==> src/rtl/i2c_rs_pkg.sv <==
package i2c_rs_pkg;
    localparam int BYTE_W    = 8;
    localparam int BIT_CNT_W = $clog2(BYTE_W + 1);

    typedef enum logic [3:0] {
        ST_IDLE,
        ST_DEV_ADDR,
        ST_DEV_ACK,
        ST_REG_ADDR,
        ST_REG_ACK,
        ST_WR_DATA,
        ST_WR_ACK,
        ST_RD_DATA,
        ST_RD_ACK,
        ST_IGNORE
    } slv_state_t;
endpackage

==> src/rtl/i2c_rs_line_filter.sv <==
module i2c_rs_line_filter #(
    parameter int SYNC_STAGES = 2,
    parameter int FILT_TAPS   = 3
) (
    input  logic clk,
    input  logic rst_n,
    input  logic line_i,
    output logic line_o
);
    logic [SYNC_STAGES-1:0] sync_q;
    logic [FILT_TAPS-1:0]   hist_q;

    // synchroniser chain, then history of synchronised samples
    always_ff @(posedge clk or negedge rst_n) begin
        if (!rst_n) begin
            sync_q <= '1;
            hist_q <= '1;
            line_o <= 1'b1;
        end else begin
            sync_q <= {sync_q[SYNC_STAGES-2:0], line_i};
            hist_q <= {hist_q[FILT_TAPS-2:0], sync_q[SYNC_STAGES-1]};
            if (&hist_q)
                line_o <= 1'b1;
            else if (~|hist_q)
                line_o <= 1'b0;
        end
    end

    // output only moves after the newest samples agreed
    p_filter_agree_r10: assert property (@(posedge clk) disable iff (!rst_n)
        (line_o != $past(line_o)) |-> ($past(hist_q[0]) == $past(hist_q[1])));
endmodule

==> src/rtl/i2c_rs_bus_events.sv <==
module i2c_rs_bus_events (
    input  logic clk,
    input  logic rst_n,
    input  logic scl_f,
    input  logic sda_f,
    output logic scl_rise,
    output logic scl_fall,
    output logic bus_start,
    output logic bus_stop
);
    logic scl_q, sda_q;

    always_ff @(posedge clk or negedge rst_n) begin
        if (!rst_n) begin
            scl_q <= 1'b1;
            sda_q <= 1'b1;
        end else begin
            scl_q <= scl_f;
            sda_q <= sda_f;
        end
    end

    always_comb begin
        scl_rise  = scl_f & ~scl_q;
        scl_fall  = ~scl_f & scl_q;
        bus_start = scl_f & scl_q & sda_q & ~sda_f;
        bus_stop  = scl_f & scl_q & ~sda_q & sda_f;
    end
endmodule

==> src/rtl/i2c_regport_slave.sv <==
module i2c_regport_slave #(
    parameter logic [6:0] SLAVE_ID    = 7'h50,
    parameter int         SYNC_STAGES = 2,
    parameter int         FILT_TAPS   = 3
) (
    input  logic       clk,
    input  logic       rst_n,
    input  logic       scl_i,
    input  logic       sda_i,
    output logic       sda_oe_o,
    input  logic       nv_busy_i,
    output logic [7:0] reg_addr_o,
    output logic [7:0] reg_wdata_o,
    output logic       reg_we_o,
    input  logic [7:0] reg_rdata_i,
    output logic       commit_o
);
    import i2c_rs_pkg::*;

    localparam int NUM_LINES = 2;
    localparam logic [BIT_CNT_W-1:0] LAST_BIT = BIT_CNT_W'(BYTE_W);
    localparam logic [BIT_CNT_W-1:0] LAST_TX  = BIT_CNT_W'(BYTE_W - 1);

    logic [NUM_LINES-1:0] line_raw, line_f;
    logic scl_rise, scl_fall, ev_start, ev_stop;

    assign line_raw = {sda_i, scl_i};

    for (genvar g = 0; g < NUM_LINES; g++) begin : g_filt
        i2c_rs_line_filter #(
            .SYNC_STAGES(SYNC_STAGES),
            .FILT_TAPS  (FILT_TAPS)
        ) u_filt (
            .clk   (clk),
            .rst_n (rst_n),
            .line_i(line_raw[g]),
            .line_o(line_f[g])
        );
    end

    i2c_rs_bus_events u_events (
        .clk      (clk),
        .rst_n    (rst_n),
        .scl_f    (line_f[0]),
        .sda_f    (line_f[1]),
        .scl_rise (scl_rise),
        .scl_fall (scl_fall),
        .bus_start(ev_start),
        .bus_stop (ev_stop)
    );

    slv_state_t             state;
    logic [BIT_CNT_W-1:0]   bitcnt;
    logic [BYTE_W-1:0]      shreg;
    logic [7:0]             addr_q;
    logic [BYTE_W-1:0]      wdata_q;
    logic                   rw_q, mack_q, we_q, pend_q, commit_q;

    // state register and datapath
    always_ff @(posedge clk or negedge rst_n) begin
        if (!rst_n) begin
            state    <= ST_IDLE;
            bitcnt   <= '0;
            shreg    <= '0;
            addr_q   <= '0;
            wdata_q  <= '0;
            rw_q     <= 1'b0;
            mack_q   <= 1'b1;
            we_q     <= 1'b0;
            pend_q   <= 1'b0;
            commit_q <= 1'b0;
        end else begin
            we_q     <= 1'b0;
            commit_q <= 1'b0;
            if (we_q)
                addr_q <= addr_q + 8'd1;
            if (ev_stop) begin
                state    <= ST_IDLE;
                commit_q <= pend_q;
                pend_q   <= 1'b0;
            end else if (ev_start) begin
                state  <= ST_DEV_ADDR;
                bitcnt <= '0;
                pend_q <= 1'b0;
            end else begin
                unique case (state)
                    ST_IDLE, ST_IGNORE: ;
                    ST_DEV_ADDR: begin
                        if (scl_rise) begin
                            shreg  <= {shreg[BYTE_W-2:0], line_f[1]};
                            bitcnt <= bitcnt + 1'b1;
                        end else if (scl_fall && bitcnt == LAST_BIT) begin
                            bitcnt <= '0;
                            if (shreg[7:1] == SLAVE_ID && !nv_busy_i) begin
                                state <= ST_DEV_ACK;
                                rw_q  <= shreg[0];
                            end else begin
                                state <= ST_IGNORE;
                            end
                        end
                    end
                    ST_DEV_ACK: begin
                        if (scl_fall) begin
                            if (rw_q) begin
                                state <= ST_RD_DATA;
                                shreg <= reg_rdata_i;
                            end else begin
                                state <= ST_REG_ADDR;
                            end
                        end
                    end
                    ST_REG_ADDR: begin
                        if (scl_rise) begin
                            shreg  <= {shreg[BYTE_W-2:0], line_f[1]};
                            bitcnt <= bitcnt + 1'b1;
                        end else if (scl_fall && bitcnt == LAST_BIT) begin
                            bitcnt <= '0;
                            addr_q <= shreg;
                            state  <= ST_REG_ACK;
                        end
                    end
                    ST_REG_ACK, ST_WR_ACK: begin
                        if (scl_fall)
                            state <= ST_WR_DATA;
                    end
                    ST_WR_DATA: begin
                        if (scl_rise) begin
                            shreg  <= {shreg[BYTE_W-2:0], line_f[1]};
                            bitcnt <= bitcnt + 1'b1;
                        end else if (scl_fall && bitcnt == LAST_BIT) begin
                            bitcnt  <= '0;
                            we_q    <= 1'b1;
                            wdata_q <= shreg;
                            pend_q  <= 1'b1;
                            state   <= ST_WR_ACK;
                        end
                    end
                    ST_RD_DATA: begin
                        if (scl_fall) begin
                            if (bitcnt == LAST_TX) begin
                                bitcnt <= '0;
                                addr_q <= addr_q + 8'd1;
                                state  <= ST_RD_ACK;
                            end else begin
                                shreg  <= {shreg[BYTE_W-2:0], 1'b0};
                                bitcnt <= bitcnt + 1'b1;
                            end
                        end
                    end
                    ST_RD_ACK: begin
                        if (scl_rise) begin
                            mack_q <= line_f[1];
                        end else if (scl_fall) begin
                            if (!mack_q) begin
                                state <= ST_RD_DATA;
                                shreg <= reg_rdata_i;
                            end else begin
                                state <= ST_IGNORE;
                            end
                        end
                    end
                    default: state <= ST_IDLE;
                endcase
            end
        end
    end

    // outputs
    always_comb begin
        reg_addr_o  = addr_q;
        reg_wdata_o = wdata_q;
        reg_we_o    = we_q;
        commit_o    = commit_q;
        unique case (state)
            ST_DEV_ACK, ST_REG_ACK, ST_WR_ACK: sda_oe_o = 1'b1;
            ST_RD_DATA:                        sda_oe_o = ~shreg[BYTE_W-1];
            default:                           sda_oe_o = 1'b0;
        endcase
    end

    p_we_pulse_r4: assert property (@(posedge clk) disable iff (!rst_n)
        reg_we_o |=> !reg_we_o);
    p_we_at_fall_r4: assert property (@(posedge clk) disable iff (!rst_n)
        reg_we_o |-> $past(scl_fall));
    p_addr_step_r6: assert property (@(posedge clk) disable iff (!rst_n)
        reg_we_o |=> (reg_addr_o == $past(reg_addr_o) + 8'd1));
    p_commit_pulse_r7: assert property (@(posedge clk) disable iff (!rst_n)
        commit_o |=> !commit_o);
    p_commit_stop_r7: assert property (@(posedge clk) disable iff (!rst_n)
        commit_o |-> $past(ev_stop));
    p_busy_nack_r8: assert property (@(posedge clk) disable iff (!rst_n)
        (state == ST_DEV_ADDR && nv_busy_i) |=> (state != ST_DEV_ACK));
endmodule

==> config.mk <==
export PLATFORM = sky130hd
export DESIGN_NAME = i2c_regport_slave
export DESIGN_NICKNAME = d
export VERILOG_FILES = /design/src/rtl/i2c_rs_pkg.sv /design/src/rtl/i2c_rs_line_filter.sv /design/src/rtl/i2c_rs_bus_events.sv /design/src/rtl/i2c_regport_slave.sv
export SDC_FILE = /design/constraint.sdc
export NUM_CORES = 1
export LEC_CHECK = 0
export BUFFER_PORTS_ARGS = -buffer_cell sky130_fd_sc_hd__buf_2
export CORE_ASPECT_RATIO = 2
export CORE_MARGIN = 2
export CORE_UTILIZATION = 55
export DETAILED_ROUTE_END_ITERATION = 6
export PLACE_DENSITY = 0.85
export SLEW_MARGIN = 20
export SYNTH_ARGS = -nofsm -noshare
export SYNTH_HDL_FRONTEND = slang
export SYNTH_SLANG_ARGS = --single-unit
==> constraint.sdc <==
create_clock -name clk -period 2.2 [get_ports clk]
set_clock_uncertainty 0.05 [all_clocks]
set_input_delay 0.44 -clock clk [delete_from_list [all_inputs] [get_ports clk]]
set_output_delay 0.44 -clock clk [all_outputs]
set_load 0.05 [all_outputs]
Yosys cells after proc, flatten, opt, wreduce, memory -nomap -nowiden
Cells that the tools add are included.
{"block": "classes", "addsub": 2, "eq_ne": 38, "n_mux": 57, "n_bitwise": 15, "n_reduce_logical": 23}
{"op": "$mux 8", "n": 15}
{"op": "$mux 4", "n": 21}
{"op": "$ne 4x4->1 const B", "n": 12}
{"op": "$pmux 4 s8", "n": 1}
{"op": "$pmux 8 s4", "n": 1}
{"op": "$eq 4x3->1 const B", "n": 5}
{"op": "$pmux 8 s2", "n": 1}
{"op": "$mux 1", "n": 15}
{"op": "$ne 2x2->1 const B", "n": 7}
{"op": "$reduce_and 13->1", "n": 1}
{"op": "$eq 4x4->1 const B", "n": 3}
{"op": "$reduce_or 3->1", "n": 4}
{"op": "$reduce_and 11->1", "n": 1}
{"op": "$reduce_and 3->1", "n": 3}
{"op": "$reduce_bool 3->1", "n": 3}
{"op": "$add 8x1->8 const B", "n": 1}
{"op": "$eq 4x2->1 const B", "n": 2}
{"op": "$not 1->1", "n": 8}
{"op": "$pmux 4 s2", "n": 1}
{"op": "$reduce_and 4->1", "n": 2}
{"op": "$and 1x1->1", "n": 7}
{"op": "$eq 7x7->1 const B", "n": 1}
{"op": "$ne 2x1->1 const B", "n": 3}
{"op": "$ne 3x3->1 const B", "n": 2}
{"op": "other kinds (13)", "n": 15}
{"block": "word_totals", "regBits": 51, "out_inout_bits": 19, "elab_cells": 153}

Longest topological paths before layout
{"block": "depth", "ltp_word": 8, "mapped_depth": 8, "depth_no_buf": 7}

Modules after synthesis
Synthesis repeated with hierarchy kept, for this count alone.
{"block": "hier_totals", "cells_unflattened": 263, "area_unflattened_um2": 2800.2}
{"module": "i2c_regport_slave", "instances": 1, "cells_each": 237, "area_per_inst_um2": 2362.3, "seq_area_each_um2": 927.1}
{"module": "i2c_rs_line_filter", "instances": 2, "cells_each": 10, "area_per_inst_um2": 176.4, "seq_area_each_um2": 157.7}
{"module": "i2c_rs_bus_events", "instances": 1, "cells_each": 6, "area_per_inst_um2": 85.1, "seq_area_each_um2": 52.6}

Least setup slack after synthesis
OpenSTA, ideal clock, no wires.
{"block": "synth_path", "path_kind": "register to output", "startpoint": "register state[1]", "endpoint": "output sda_oe_o", "t_arrival_ns": 1.606, "required_time_ns": 1.710, "path_slack_ns": 0.104, "path_stages_with_launch": 6, "n_path_buf": 1, "path_cell_list": "dfrtp_1 -> buf_2 -> inv_1 -> o21ai_0 -> a22oi_1 -> nor2_1"}
{"block": "synth_between", "elab_chain_len": 3}
{"element": "start, declared", "line": "i2c_regport_slave.sv:52", "rtl": "slv_state_t state;"}
{"element": "start signal, assigned", "line": "i2c_regport_slave.sv:62", "rtl": "state <= ST_IDLE;"}
{"element": "start signal, assigned", "line": "i2c_regport_slave.sv:78", "rtl": "state <= ST_IDLE;"}
{"element": "start signal, assigned", "line": "i2c_regport_slave.sv:82", "rtl": "state <= ST_DEV_ADDR;"}
{"element": "$eq 4x2->1 / $eq 4x3->1 (equally long branches)", "line": "i2c_regport_slave.sv:174", "rtl": "unique case (state)"}
{"element": "$reduce_or 3->1", "line": "i2c_regport_slave.sv:174"}
{"element": "$pmux 1 s2 (*)", "line": "i2c_regport_slave.sv:174"}
{"element": "end, declared", "line": "i2c_regport_slave.sv:10", "rtl": "output logic sda_oe_o,"}
Mark *: on every way between the ends. The rest lies on a longest branch, timed or not.

Worst setup path after layout
{"block": "layout_path", "startpoint": "register u_events.scl_q", "endpoint": "register bitcnt[3]"}
{"block": "layout_between", "elab_chain_len": 5}
{"element": "start, declared", "line": "i2c_rs_bus_events.sv:11", "rtl": "logic scl_q, sda_q;"}
{"element": "start signal, assigned", "line": "i2c_rs_bus_events.sv:18", "rtl": "scl_q <= scl_f;"}
{"element": "$and 1x1->1 / $not 1->1 (equally long branches)", "line": "i2c_rs_bus_events.sv:26, i2c_rs_bus_events.sv:27, i2c_rs_bus_events.sv:24"}
{"element": "$and 1x1->1 (on tied branches)", "line": "i2c_rs_bus_events.sv:26, i2c_rs_bus_events.sv:24, i2c_rs_bus_events.sv:27"}
{"element": "$and 1x1->1, or another cell as far along", "line": "i2c_rs_bus_events.sv:26", "rtl": "bus_start = scl_f & scl_q & sda_q & ~sda_f;"}
{"element": "$ne 4x1->1 (no line), or another cell as far along"}
{"element": "$reduce_and 4->1 (no line) / $mux 4 (equally long branches)"}
{"element": "end signal, assigned", "line": "i2c_regport_slave.sv:91", "rtl": "bitcnt <= bitcnt + 1'b1;"}
{"element": "end signal, assigned", "line": "i2c_regport_slave.sv:115", "rtl": "bitcnt <= bitcnt + 1'b1;"}
{"element": "end signal, assigned", "line": "i2c_regport_slave.sv:129", "rtl": "bitcnt <= bitcnt + 1'b1;"}
{"element": "end, declared", "line": "i2c_regport_slave.sv:53", "rtl": "logic [BIT_CNT_W-1:0] bitcnt;"}
Parallel ways exist; a longest one is shown, timed or not.
A chain may end at the register's enable or synchronous reset.

==> impl_metrics.toml <==
[logic_synthesis]
synthTopCellsByCount = "nand2_1, dfrtp_1, nand3_1"
avgSynthCellArea_um2 = 10.08
netlist_area_um2 = 2943
syn-num-nets = 308
yosysTopAreaCellShare_pct = 30.61
synth_seq_cells = 51
yosys-top-cells-area = "dfrtp_1, dfstp_2, nand2_1, mux2_2, xnor2_1"
netlist.top_cell.by_area = "dfrtp_1"
ys.flop_type = "dfrtp_1"
synth_most_common_cell = "nand2_1"
yosys_warnings = 0
synthDistinctLibCells = 58
yosysSeqAreaShare_pct = 44.01
synth-edff-count = 0
syn_inst = 292
synthArstFlopShare_pct = 100.0

[routing]
dr_wl_met2_mm = 3.912
drt_iter0_markers = 104
ant_nets = 0
drt_first_pass_iters = 4
wl_met1_mm = 2.510
vias = 2432
wl_per_cell_um = 18.08
drt-total-wl_mm = 7.176
maxUsedRoutingLayer = "met4"
drc = 0
met3WireLength_um = 318
viasPerCell = 6.126

[grt]
grt_usage_pct = 25.50
gr-total-overflow = 0
grt_pass1_vias = 2457
grt_pass1_wl_mm = 11.72
antenna_found_initial = 0
grt_max_degree = 29

[setup_path]
r2r_setup_slack_ns = 0.11
path_class = "reg2reg"
reg2reg_depth = 6
required_ns = 2.37
r2r_end = "bitcnt[3]"
arrival_ns = 2.25
cp-end-kind = "flip-flop"
crit_fanout = 9
start_kind = "flip-flop"
reg2reg_from = "u_events.scl_q"

[flow_run]
max_cap_violations = 0

[die]
die_area_um2 = 5987
ios = 32
initial_utilization_pct = 57.27
die_w_um = 55.73
die_y_um = 107.4
rows = 37
coreArea_um2 = 5139

[pwr]
power.internal_mw = 2.028
p_sw_share_pct = 41.00
p_switching_mw = 1.410
power.leakage_nw = 1.604
pwr-share-comb_pct = 43.1
power_frac_seq_pct = 39.0
ir_drop_uv = 710.6
p_per_area_nw_per_um2 = 1016
clkPwrFrac_pct = 17.8

[sta]
holdWs_ns = 0.03799
slew_headroom_pct = 64.03
worst_pin_slew_ns = 0.5395
finalSetupViolCount = 0
tns_ns = 0
fin_crit_ns = 2.088
slew_viol_final = 0
final-hold-violation-count = 0
fmax_ghz = 0.4789
post-route-period-util_pct = 94.91

[finish]
final_cells = 397
area_delta_synth_final_pct = 14.97
fin_nets = 354
multiInputGateArea_um2 = 1529
fillers = 409
drive_above_1_share_pct = 30.97
regArea_um2 = 1297
antenna_cells = 0

[clocking]
path_clk_slew_ns = 0.09
cts_tree = "done"
htree_levels = 2
clk_latency_ns = 0.32
postCtsHoldBufs = 0
clockBufferDepth = 2
cts_root_buffer = "clkbuf_8"
cts_inserted_buffers = 5
clkSinkCount = 51

[place]
hpwl_mm = 5.279
place_congestion = 0.9522
portBuffers = 31
dp_cells = 381

[run_status]
status = "finished, final reports clean"

[hold_path]
hp-class = "in2async"
[power groups by stage]
stage                     Clock (mW)  Sequential (mW)  Combinational [mW]
after floorplan                    0             1.23                1.10
after CTS                      0.629             1.35                1.38
after global placement             0             1.35                1.33
after detailed placement           0             1.36                1.37
after global routing           0.652             1.36                1.62
final                          0.614             1.34                1.48
[critical path, cell delays in order (launching register included)]
cell and delay, ns:
dfstp_2 0.61, nor2b_4 0.30, nand2_4 0.16, a311oi_4 0.43, buf_4 0.18, a21oi_1 0.05
a31o_2 0.20
[metrics by stage]
stage	utilization, %	instance area, um2	worst slack (ns)	total power [mW]
after floorplan	-	2943	0.1035	2.330
after global placement	62.24	3198	0.2260	2.686
after detailed placement	62.24	3198	0.1445	2.730
after CTS	64.30	3304	0.06403	3.356
after global routing	65.84	3383	-0.02598	3.631
final	65.84	3383	0.1120	3.438
[final cells by class]
type                       instances  area share, %
clock buffer                       7          2.885
clock inverter                     1         0.2219
inverter                           9         0.9985
multi-input combinational        218          45.19
sequential                        51          38.35
tap                               58          2.145
timing repair buffer              53          10.21
[kinds of logic (layout without fill, tap and decap cells)]
kind of cell / Yosys count / after routing / synth area share (%)
adders and majority gates: 3 / 3 / 1.276
and+or+nand+nor: 120 / 120 / 22.32
DFF: 51 / 51 / 44.01
buffers and inverters: 23 / 70 / 4.209
xor gates and xnor gates: 15 / 15 / 4.464
muxes: 26 / 26 / 9.609
AOI/OAI and AO/OA: 54 / 54 / 14.12
[layer usage]
| layer | vias to the layer above | GRT usage, % |
|---|---|---|
| met3 | 32 | 4.087 |
| met4 | 0 | 18.99 |
| met2 | 99 | 45.41 |
| li1 | 1137 | - |
| met5 | - | 0 |
| met1 | 1164 | 26.15 |
[worst max-delay path by stage]
stage	from	end	slack, ns
after floorplan	state[1]	sda_oe_o	0.10
after global placement	u_events.scl_q	shreg[2]	0.23
after detailed placement	u_events.scl_q	bitcnt[0]	0.14
after CTS	state[0]	sda_oe_o	0.06
after global routing	bitcnt[0]	bitcnt[2]	-0.03
final	u_events.scl_q	bitcnt[3]	0.11
[timing repair]
| action | CTS | global route |
|---|---|---|
| pin swaps | 0 | 1 |
| gates resized for setup | 1 | 4 |
| setup buffers | 0 | 8 |
| endpoints found under the setup margin | 1 | 6 |
[state kept, by name, summed over array words and instances, names as in the netlist]
register / cells
u_events.scl_q: 1
rw_q: 1
g_filt.u_filt.sync_q: 4
reg_addr_o: 8
reg_wdata_o: 8
commit_o: 1
shreg: 8
bitcnt: 4
g_filt.u_filt.line_o: 2
reg_we_o: 1
mack_q: 1
u_events.sda_q: 1
pend_q: 1
state: 4
g_filt.u_filt.hist_q: 6
[placed cells by master (no fill, tap or decap), types with 7 or more instances in the layout]
master	instances
a21oi_1	13
buf_2	30
buf_4	20
dfrtp_1	34
dfstp_2	15
inv_1	9
mux2_1	7
mux2_2	11
mux2i_1	8
nand2_1	42
nand3_1	17
nor2_1	13
o21ai_0	12
xnor2_1	10
No activity file was read; power rests on OpenSTA's default activity.
